--- src/rtl/lock_hyst_pkg.sv ---
// Package: shared constants and the threshold table for the lock filter.
// Assumes thresholds fit in CNT_W bits (largest entry 100000 needs 17).
package lock_hyst_pkg;

    localparam int CNT_W  = 17;
    localparam int CODE_W = 3;

    // Map a 3-bit code to a line count (nonlinear table).
    function automatic logic [CNT_W-1:0] code_to_lines(input logic [CODE_W-1:0] code);
        logic [CNT_W-1:0] n;
        case (code)
            3'd0:    n = CNT_W'(1);
            3'd1:    n = CNT_W'(2);
            3'd2:    n = CNT_W'(5);
            3'd3:    n = CNT_W'(10);
            3'd4:    n = CNT_W'(100);
            3'd5:    n = CNT_W'(500);
            3'd6:    n = CNT_W'(1000);
            default: n = CNT_W'(100000);
        endcase
        return n;
    endfunction

endpackage

--- src/rtl/lock_code_decode.sv ---
// Module: combinational decoder from a threshold code to a line count.
// Assumes the code is stable or changes only between line strobes of interest.
module lock_code_decode
    import lock_hyst_pkg::*;
(
    input  logic [CODE_W-1:0] code,
    output logic [CNT_W-1:0]  lines
);

    // Look up the line count for the code.
    always_comb begin
        lines = code_to_lines(code);
    end

endmodule

--- src/rtl/lock_raw_select.sv ---
// Module: forms the raw lock bit from horizontal and subcarrier lock and
// optionally holds a per-field sample of it.
// Assumes field_stb is one cycle wide per field boundary.
module lock_raw_select (
    input  logic clk,
    input  logic rst_n,
    input  logic field_stb,
    input  logic hlock_in,
    input  logic sclock_in,
    input  logic sc_lock_en,
    input  logic field_mode,
    output logic raw_lock
);

    logic raw_now;
    logic raw_held;

    // Qualify horizontal lock with subcarrier lock when enabled.
    always_comb begin
        raw_now = hlock_in & (sclock_in | ~sc_lock_en);
    end

    // Capture the raw value at each field boundary.
    always_ff @(posedge clk) begin
        if (!rst_n)         raw_held <= 1'b0;
        else if (field_stb) raw_held <= raw_now;
    end

    // Choose per-line or per-field evaluation.
    always_comb begin
        raw_lock = field_mode ? raw_held : raw_now;
    end

    AST_HELD_STABLE: assert property (@(posedge clk) disable iff (!rst_n)
        !field_stb |=> $stable(raw_held));

endmodule

--- src/rtl/lock_run_counter.sv ---
// Module: saturating run counter of line strobes on which "match" holds.
// A strobe with match low clears the run. hit flags the strobe that makes
// the run reach the threshold. Assumes thr >= 1.
module lock_run_counter
    import lock_hyst_pkg::*;
(
    input  logic             clk,
    input  logic             rst_n,
    input  logic             adv,
    input  logic             match,
    input  logic [CNT_W-1:0] thr,
    output logic [CNT_W-1:0] cnt,
    output logic             hit
);

    logic [CNT_W:0] inc;
    logic           reach;

    // Widened increment and threshold compare.
    always_comb begin
        inc   = {1'b0, cnt} + 1'b1;
        reach = (inc >= {1'b0, thr});
        hit   = adv & match & reach;
    end

    // Advance, saturate or clear on the line strobe only.
    always_ff @(posedge clk) begin
        if (!rst_n)     cnt <= '0;
        else if (adv) begin
            if (!match)     cnt <= '0;
            else if (reach) cnt <= thr;
            else            cnt <= inc[CNT_W-1:0];
        end
    end

    AST_NO_OVERFLOW: assert property (@(posedge clk) disable iff (!rst_n)
        adv |=> cnt <= $past(thr));
    AST_CLEAR_ON_OPPOSITE: assert property (@(posedge clk) disable iff (!rst_n)
        (adv && !match) |=> cnt == '0);
    AST_HOLD_NO_STROBE: assert property (@(posedge clk) disable iff (!rst_n)
        !adv |=> $stable(cnt));

endmodule

--- src/rtl/lock_hyst_filter.sv ---
// Module: top of the lock hysteresis filter. Two run counters (lock-in and
// lock-out) with decoded thresholds drive a registered status flag and
// single-cycle edge pulses. Assumes line_stb and field_stb are synchronous.
module lock_hyst_filter
    import lock_hyst_pkg::*;
(
    input  logic              clk,
    input  logic              rst_n,
    input  logic              line_stb,
    input  logic              field_stb,
    input  logic              hlock_in,
    input  logic              sclock_in,
    input  logic              sc_lock_en,
    input  logic              field_mode,
    input  logic [CODE_W-1:0] in_code,
    input  logic [CODE_W-1:0] out_code,
    output logic              locked,
    output logic              acq_pulse,
    output logic              lost_pulse
);

    localparam int NRUN = 2;   // index 0: lock-in run, 1: lock-out run

    logic                raw_lock;
    logic [CODE_W-1:0]   codes [NRUN];
    logic [CNT_W-1:0]    thr   [NRUN];
    logic [CNT_W-1:0]    cnt   [NRUN];
    logic [NRUN-1:0]     match;
    logic [NRUN-1:0]     hit;
    logic                set_c;
    logic                clr_c;

    lock_raw_select u_raw (
        .clk        (clk),
        .rst_n      (rst_n),
        .field_stb  (field_stb),
        .hlock_in   (hlock_in),
        .sclock_in  (sclock_in),
        .sc_lock_en (sc_lock_en),
        .field_mode (field_mode),
        .raw_lock   (raw_lock)
    );

    // Route codes and run polarity to the two counters.
    always_comb begin
        codes[0] = in_code;
        codes[1] = out_code;
        match[0] = raw_lock;
        match[1] = ~raw_lock;
    end

    for (genvar g = 0; g < NRUN; g++) begin : g_run
        lock_code_decode u_dec (
            .code  (codes[g]),
            .lines (thr[g])
        );
        lock_run_counter u_cnt (
            .clk   (clk),
            .rst_n (rst_n),
            .adv   (line_stb),
            .match (match[g]),
            .thr   (thr[g]),
            .cnt   (cnt[g]),
            .hit   (hit[g])
        );
    end

    // Status transitions on a completed run.
    always_comb begin
        set_c = hit[0] & ~locked;
        clr_c = hit[1] &  locked;
    end

    // Register the status and its edge pulses.
    always_ff @(posedge clk) begin
        if (!rst_n) begin
            locked     <= 1'b0;
            acq_pulse  <= 1'b0;
            lost_pulse <= 1'b0;
        end else begin
            if (set_c)      locked <= 1'b1;
            else if (clr_c) locked <= 1'b0;
            acq_pulse  <= set_c;
            lost_pulse <= clr_c;
        end
    end

    AST_CHANGE_ON_STROBE: assert property (@(posedge clk) disable iff (!rst_n)
        !$stable(locked) |-> $past(line_stb));
    AST_ACQ_EDGE: assert property (@(posedge clk) disable iff (!rst_n)
        $rose(locked) |-> acq_pulse);
    AST_LOST_EDGE: assert property (@(posedge clk) disable iff (!rst_n)
        $fell(locked) |-> lost_pulse);
    AST_PULSE_EXCL: assert property (@(posedge clk) disable iff (!rst_n)
        $onehot0({acq_pulse, lost_pulse}));
    AST_PULSE_ONE_CYCLE: assert property (@(posedge clk) disable iff (!rst_n)
        acq_pulse |=> !acq_pulse);

endmodule

--- config.mk ---
export PLATFORM = sky130hd
export DESIGN_NAME = lock_hyst_filter
export DESIGN_NICKNAME = d
export VERILOG_FILES = /design/src/rtl/lock_hyst_pkg.sv /design/src/rtl/lock_code_decode.sv /design/src/rtl/lock_raw_select.sv /design/src/rtl/lock_run_counter.sv /design/src/rtl/lock_hyst_filter.sv
export SDC_FILE = /design/constraint.sdc
export NUM_CORES = 1
export LEC_CHECK = 0
export BUFFER_PORTS_ARGS = -buffer_cell sky130_fd_sc_hd__buf_2
export CELL_PAD_IN_SITES_DETAIL_PLACEMENT = 0
export CELL_PAD_IN_SITES_GLOBAL_PLACEMENT = 1
export CORE_ASPECT_RATIO = 0.7
export CORE_MARGIN = 4
export CORE_UTILIZATION = 30
export DETAILED_ROUTE_END_ITERATION = 8
export PLACE_DENSITY_LB_ADDON = 0.1
export SLEW_MARGIN = 20
export SYNTH_ARGS = -nofsm -noshare
export SYNTH_HDL_FRONTEND = slang
export SYNTH_HIERARCHICAL = 1
export SYNTH_SLANG_ARGS = --single-unit
--- constraint.sdc ---
create_clock -name clk -period 3.8 [get_ports clk]
set_input_delay 0.19 -clock clk [delete_from_list [all_inputs] [get_ports clk]]
set_output_delay 0.19 -clock clk [all_outputs]
set_load 0.01 [all_outputs]
==> metrics.txt, run 1 <==
I/O pin count=17; sequential area share after synthesis=0.201; initial DRC count=196; tightest slew margin relative to the limit=0.329; GRT Total Usage=0.140; # Max-Cap Violations=0; total power per unit cell area=237 nW/um^2; cells after synthesis=465; initial core utilization=0.315; average detailed-routed wire length per instance=15.9 um; count of standard-cell rows=33; worst slew pin tran=1000 ps; final setup fails=0; Die H=102 um; Syn. warnings=6; die area=14,500 um^2; final weighted congestion of routability-driven global placement=0.814; largest vdd supply drop=0.168 mV; diode count=0; highest fanout seen on the critical path=20; clock tree from TritonCTS=done; critical path data required time=4000 ps; share of synthesized flip-flops with an asynchronous set or reset=0; setup clock skew after layout=3.83 ps; series of cell instances along the critical path=ha_1 -> nand3_1 -> or4_4 -> nor2_1 -> xor2_1 -> ha_1 -> nand3_1 -> nor3_1 -> a221oi_4 -> o31a_2 -> a21oi_1 -> o31ai_1; clock-pin slew of the registers on the worst-case setup and hold paths=60 ps; number of design rule violations left after detail routing=0; post-DP HPWL=7410 um; Area growth syn-to-layout=8.14%; filler cell count in the final layout=1,253; Nets=518; CTS H-Tree Depth=2; largest net degree at the start of global routing=23; area share of the largest cell type after synthesis=0.201; placement-stage cell area=3940 um^2; Syn Area/Cell=8.13 um^2; shortest period the worst path allows=3600 ps; wire length of the first global-routing pass=16,100 um; Antenna Violating Nets Remaining=0; proportion of layout cells with a drive suffix above 1=0.158; cell class contributing the biggest share of worst-path delay=compound AO/OA/AOI/OAI gates; number of enable flip-flop cells after synthesis=0; via count of the routed design=3,161; Layout Cell Area excl Fill=4090 um^2; number of register bits inferred by synthesis=38; total core area=12,000 um^2; data arrival time at the worst-slack endpoint=3800 ps; endpoints failing hold=0; cell taking the most area after synthesis=dfxtp_1; worst hold slack=172 ps; clock tree sinks=38; critical path endpoint category=flip-flop; cell area after synthesis=3780 um^2; GR Overflow Total=0; total wire length after detailed routing=9940 um; buffer levels on the longest clock path=2; Peak Freq=278 MHz; Distinct cells, synth=63; most frequent cell after synthesis=nand2_1; cell at the root of the clock tree=clkbuf_16; number of antenna violations at the first check in global routing=0; buffer count from post-CTS setup fixing=0; TritonCTS buffer count=5; via count of the first global-routing pass=2,936; number of max-slew violations in the final report=0; number of buffer cells added on primary ports=16; top post-synthesis cells by area=dfxtp_1 (20%), ha_1 (12%), nand2_1 (5.2%); Most used DFF post-synth=dfxtp_1; die width=142 um; kind of critical path=flip-flop to flip-flop; final cycle utilization of the critical path=0.948; Slowest Stage Delay on Critical Path=620 ps; final setup TNS=0 ps; cell with the largest stage delay on the worst path=or4_4; top cell types by occurrence after synthesis=nand2_1 (52), dfxtp_1 (38), ha_1 (36), inv_1 (36), nor2_1 (21); detailed-router iteration count before antenna repair=4; leakage power of the design=0.00163 uW; number of buffer and inverter stages on the critical path=0; class of the worst hold path=primary input to flip-flop; kind of start point of the critical path=flip-flop; clock latency on the worst-skew pair=280 ps; result of the run=finished clean; Vias/cell=5.05
[routing by layer]
metal	routed length (um)	global-route usage
met1	5920	0.236
met2	3460	0.177
met3	500	0.0290
met4	54	0.0236
met5	0	0
[layout by cell type, fill, tap and decap left out, types with 5 or more instances in the layout]
cell and n:
conb_1 8, xor2_1 15, clkbuf_16 5, and3_1 9
o21ai_1 9, nand4_1 11, a32oi_1 5, mux2i_1 18
inv_1 36, o21ai_0 7, o2bb2ai_1 5, nor3_1 15
dfxtp_1 38, nand2_1 52, buf_4 13, xnor2_1 16
o31ai_1 10, nor2_1 21, nor2b_1 6, buf_2 16
ha_1 36, nand3_1 20, a21oi_1 19, o21a_1 6
[where the power goes]
| group | internal, uW | leakage [uW] | switching [uW] |
|---|---|---|---|
| Combinational | 47.4 | 0.00125 | 81.0 |
| Clock | 261 | 0.0000739 | 174 |
| Sequential | 401 | 0.000306 | 3.13 |
| Total | 709 | 0.00163 | 258 |
[tightest hold or removal path, cell delays in order]
cell	delay, ps
buf_2	100
nand2_1	70
o31ai_2	50
[through the flow]
stage / cells / utilization / worst slack, ps / total power (uW)
final: 626 / 0.340 / 198 / 967
after global routing: 626 / 0.340 / -2.32 / 1020
after CTS: 626 / 0.340 / 91.9 / 988
after detailed placement: 618 / 0.328 / 114 / 541
after global placement: 618 / 0.328 / 182 / 542
after floorplan: 471 / - / 594 / 515
[logic make-up after synthesis]
group | after synthesis | share of synthesized area
muxes | 20 | 0.0556
buffers and inverters | 77 | 0.107
other | 2 | 0.00199
adders and majority gates | 36 | 0.119
and+or+nand+nor | 170 | 0.246
AOI/OAI and AO/OA | 90 | 0.192
DFF | 38 | 0.201
xor gates and xnor gates | 32 | 0.0761
[registers in the layout (all words and copies together) (netlist names)]
signal and flops:
acq_pulse 1, g_run.u_cnt/cnt 34, locked 1, lost_pulse 1
u_raw/raw_held 1
[timing repair]
action / 4_1_cts / 5_1_grt
gates resized for setup: 0 / 1
hold buffers: 0 / 0
endpoints found under the setup margin: 0 / 3
[final timing paths]
path / start / end / slack (ps) / depth (start not counted)
setup / recovery: g_run[0].u_cnt/cnt[0]$_SDFFE_PN0P_ / g_run[0].u_cnt/cnt[5]$_SDFFE_PN0P_ / 200 / 12
hold / removal: field_stb / u_raw/raw_held$_SDFFE_PN0P_ / 170 / 3
setup reg to reg: g_run[0].u_cnt/cnt[0]$_SDFFE_PN0P_ / g_run[0].u_cnt/cnt[5]$_SDFFE_PN0P_ / 200 / 12
hold reg to reg: locked$_SDFFE_PN0P_ / acq_pulse$_SDFF_PN0_ / 460 / 1
[final cells by class]
class / count / area, um^2 / share of cell area
Clock buffer: 7 / 143 / 0.0349
Clock inverter: 1 / 5.00 / 0.00122
Inverter: 37 / 139 / 0.0340
Multi-Input combinational cell: 356 / 2650 / 0.647
Sequential cell: 38 / 761 / 0.186
Tap cell: 157 / 196 / 0.0481
Timing Repair Buffer: 30 / 198 / 0.0484
Note: power is estimated with default switching activity, not from simulation.
==> run 2: changes to the inputs <==
--- a/config.mk
+++ b/config.mk
@@ -5,6 +5,7 @@
 export SDC_FILE = /design/constraint.sdc
 export NUM_CORES = 1
 export LEC_CHECK = 0
+export ABC_AREA = 1
 export BUFFER_PORTS_ARGS = -buffer_cell sky130_fd_sc_hd__buf_2
 export CELL_PAD_IN_SITES_DETAIL_PLACEMENT = 0
 export CELL_PAD_IN_SITES_GLOBAL_PLACEMENT = 1
==> metrics.txt, run 2 <==
Nets=685 (was 518); wire length of the first global-routing pass=19,300 um (was 16,100 um); number of register bits inferred by synthesis=38 (unchanged); cell class contributing the biggest share of worst-path delay=simple AND/OR/NAND/NOR gates (was compound AO/OA/AOI/OAI gates); proportion of layout cells with a drive suffix above 1=0.228 (was 0.158); largest vdd supply drop=0.210 mV (was 0.168 mV); CTS H-Tree Depth=2 (unchanged); total power per unit cell area=250 nW/um^2 (was 237 nW/um^2); clock tree sinks=38 (unchanged); detailed-router iteration count before antenna repair=5 (was 4); tightest slew margin relative to the limit=0.470 (was 0.329); TritonCTS buffer count=5 (unchanged); clock-pin slew of the registers on the worst-case setup and hold paths=70 ps (was 60 ps); endpoints failing hold=0 (unchanged); clock tree from TritonCTS=done (unchanged); via count of the routed design=3,665 (was 3,161); buffer count from post-CTS setup fixing=0 (unchanged); flop2flop setup slack=460 ps (was 200 ps); worst slew pin tran=789 ps (was 1000 ps); buffer levels on the longest clock path=2 (unchanged); peak-usage layer in the global routing report=met1 (unchanged); initial DRC count=224 (was 196); initial core utilization=0.313 (was 0.315); largest net degree at the start of global routing=20 (was 23); total wire length after detailed routing=11,900 um (was 9940 um); setup clock skew after layout=11.3 ps (was 3.83 ps); kind of start point of the critical path=flip-flop (unchanged); series of cell instances along the critical path=ha_1 -> nand2_1 -> inv_1 -> nand3b_1 -> xor2_1 -> inv_1 -> ha_1 -> nand2_1 -> nor2_1 -> nand3_1 -> nand3_1 -> nand2_1 -> nand2_1 -> nand2_1 -> nand2_1 -> nand2_2 -> buf_4 -> a21oi_1 -> o21ai_0 -> nor2_1 (was ha_1 -> nand3_1 -> or4_4 -> nor2_1 -> xor2_1 -> ha_1 -> nand3_1 -> nor3_1 -> a221oi_4 -> o31a_2 -> a21oi_1 -> o31ai_1); number of buffer cells added on primary ports=16 (unchanged); count of hold buffers inserted by post-cts repair=0 (unchanged); global-route track usage on met1=0.278 (was 0.236); share of synthesized flip-flops with an asynchronous set or reset=0 (unchanged); Vias/cell=4.46 (was 5.05); total stage count of the critical path=20 (was 12); I/O pin count=17 (unchanged); met2 track demand over resource=0.178 (was 0.177); Post-Route Utilization=0.340 (about the same); final setup fails=0 (unchanged); Syn. warnings=6 (unchanged); overall power consumption=1140 uW (was 967 uW); clock latency on the worst-skew pair=290 ps (was 280 ps); number of enable flip-flop cells after synthesis=0 (unchanged); origin of the worst setup path=g_run[0].u_cnt/cnt[0]$_SDFFE_PN0P_ (unchanged); count of standard-cell rows=35 (was 33); Syn Area/Cell=6.70 um^2 (was 8.13 um^2); die width=150 um (was 142 um); cell area after synthesis=4210 um^2 (was 3780 um^2); final weighted congestion of routability-driven global placement=0.797 (was 0.814); FF-to-FF path depth=20 (was 12); cells after synthesis=629 (was 465); placement-stage cell area=4380 um^2 (was 3940 um^2); Worst Hold Launch=field_stb (unchanged); class of the worst hold path=primary input to flip-flop (unchanged); final setup TNS=0 ps (unchanged); final cycle utilization of the critical path=0.879 (was 0.948); Peak Freq=299 MHz (was 278 MHz); top post-synthesis cells by area=dfxtp_1 (18%), nand2_1 (12%), ha_1 (11%) (was dfxtp_1 (20%), ha_1 (12%), nand2_1 (5.2%)); die area=16,000 um^2 (was 14,500 um^2); diode count=0 (unchanged); # Max-Cap Violations=0 (unchanged); top cell types by occurrence after synthesis=nand2_1 (136), inv_1 (114), nand3_1 (44), nand3_2 (44), dfxtp_1 (38) (was nand2_1 (52), dfxtp_1 (38), ha_1 (36), inv_1 (36), nor2_1 (21)); Antenna Violating Nets Remaining=0 (unchanged); most frequent cells in the layout=nand2_1 (136), inv_1 (114), nand3_2 (44), nand3_1 (44), dfxtp_1 (38) (was nand2_1 (52), dfxtp_1 (38), inv_1 (36), ha_1 (36), nor2_1 (21)); Distinct cells, synth=37 (was 63); sequential area share after synthesis=0.181 (was 0.201); post-DP HPWL=9530 um (was 7410 um); number of antenna violations at the first check in global routing=0 (unchanged); kind of critical path=flip-flop to flip-flop (unchanged); Most used DFF post-synth=dfxtp_1 (unchanged); register with the most flip-flops=g_run.u_cnt/cnt (unchanged); flip-flop count of the largest register after layout=34 (unchanged); cell with the largest stage delay on the worst path=dfxtp_1 (was or4_4); cell at the root of the clock tree=clkbuf_16 (unchanged); data arrival time at the worst-slack endpoint=3550 ps (was 3800 ps); leakage power of the design=0.00238 uW (was 0.00163 uW); area share of the largest cell type after synthesis=0.181 (was 0.201); capture point of the critical path=locked$_SDFFE_PN0P_ (was g_run[0].u_cnt/cnt[5]$_SDFFE_PN0P_); Area growth syn-to-layout=8.43% (was 8.14%); Crit Reg-Reg Endpoint=locked$_SDFFE_PN0P_ (was g_run[0].u_cnt/cnt[5]$_SDFFE_PN0P_); highest fanout seen on the critical path=18 (was 20); cell repeated most along the worst path=nand2_1; number of design rule violations left after detail routing=0 (unchanged); average detailed-routed wire length per instance=14.5 um (was 15.9 um); Slowest Stage Delay on Critical Path=480 ps (was 620 ps); result of the run=finished clean (unchanged); post-cts sizing count=0 (unchanged); critical path data required time=4010 ps (was 4000 ps); total core area=13,400 um^2 (was 12,000 um^2); shortest period the worst path allows=3340 ps (was 3600 ps); Reg2Reg Launch Point=g_run[0].u_cnt/cnt[0]$_SDFFE_PN0P_ (unchanged); number of buffer and inverter stages on the critical path=3 (was 0); Layout Cell Area excl Fill=4570 um^2 (was 4090 um^2); number of max-slew violations in the final report=0 (unchanged); GRT Total Usage=0.154 (was 0.140); most frequent cell after synthesis=nand2_1 (unchanged); commonest non-fill, non-tap cell in the layout=nand2_1 (unchanged); critical path endpoint category=flip-flop (unchanged); GR Util met3=0.0270 (was 0.0290); setup repair after global routing missed its margin=no; cell taking the most area after synthesis=dfxtp_1 (unchanged); via count of the first global-routing pass=3,421 (was 2,936); GR Overflow Total=0 (unchanged); Die H=107 um (was 102 um)
[run 2: changes by cell type after synthesis, sizes merged, moves of 13 or more]
cell,change
nand2,+114
inv,+85
nand3,+66
a21oi,+29
mux2i,-18
nor3,-14
o31ai,-13
[run 2: through the flow]
stage                     instances  setup slack, ps  hold slack, ps
after detailed placement        813              506             393
after floorplan                 635             1030             274
after global placement          813              564             390
after CTS                       821              487            89.0
after global routing            821              135            91.0
final                           821              459            95.6
[run 2: cell type report]
type	instances	area [um^2]
Clock inverter	3	68.8
Clock buffer	5	125
Tap cell	185	231
Timing Repair Buffer	21	118
Fill cell	1490	8870
Inverter	128	480
Sequential cell	38	761
Multi-Input combinational cell	441	2790
[run 2: cells by family after synthesis]
| logic type | synth area share |
|---|---|
| AO/OA/AOI/OAI | 0.110 |
| XOR/XNOR | 0.0333 |
| adder cells (fa/ha/maj) | 0.107 |
| buffers and inverters | 0.164 |
| flip-flops | 0.181 |
| other | 0.00178 |
| AND/OR/NAND/NOR | 0.404 |
[run 2: worst register-to-register path: stages, from the launching register on]
cell and delay [ps]:
dfxtp_1 480, ha_1 220, nand2_1 50, inv_1 140, nand3b_1 160, xor2_1 440
inv_1 90, ha_1 290, nand2_1 60, nor2_1 200, nand3_1 110, nand3_1 90
nand2_1 50, nand2_1 50, nand2_1 50, nand2_1 90, nand2_2 80, buf_4 220
a21oi_1 200, o21ai_0 90, nor2_1 100
[run 2: power by group]
part / leakage (uW) / switching, uW / internal, uW
clock: 0.0000940 / 182 / 378
sequential: 0.000307 / 7.66 / 404
combinational: 0.00198 / 116 / 53.1
total: 0.00238 / 306 / 835
[run 2: per-layer routing]
layer  routed length (um)  part of all wire  vias to the layer above
li1                     -                 -                     1969
met1                 7340              0.62                     1615
met2                 3890              0.33                       78
met3                  688             0.058                        3
met4                    9           0.00075                        0
met5                    0                 0                        -
[run 2: how the worst min path moves through the flow]
stage	to	slack, ps	depth (start not counted)
6_report	u_raw/raw_held$_SDFFE_PN0P_	100	2
5_1_grt	u_raw/raw_held$_SDFFE_PN0P_	90	2
4_1_cts	u_raw/raw_held$_SDFFE_PN0P_	90	2
3_5_place_dp	u_raw/raw_held$_SDFFE_PN0P_	390	2
3_3_place_gp	u_raw/raw_held$_SDFFE_PN0P_	390	2
2_1_floorplan	u_raw/raw_held$_SDFFE_PN0P_	270	1
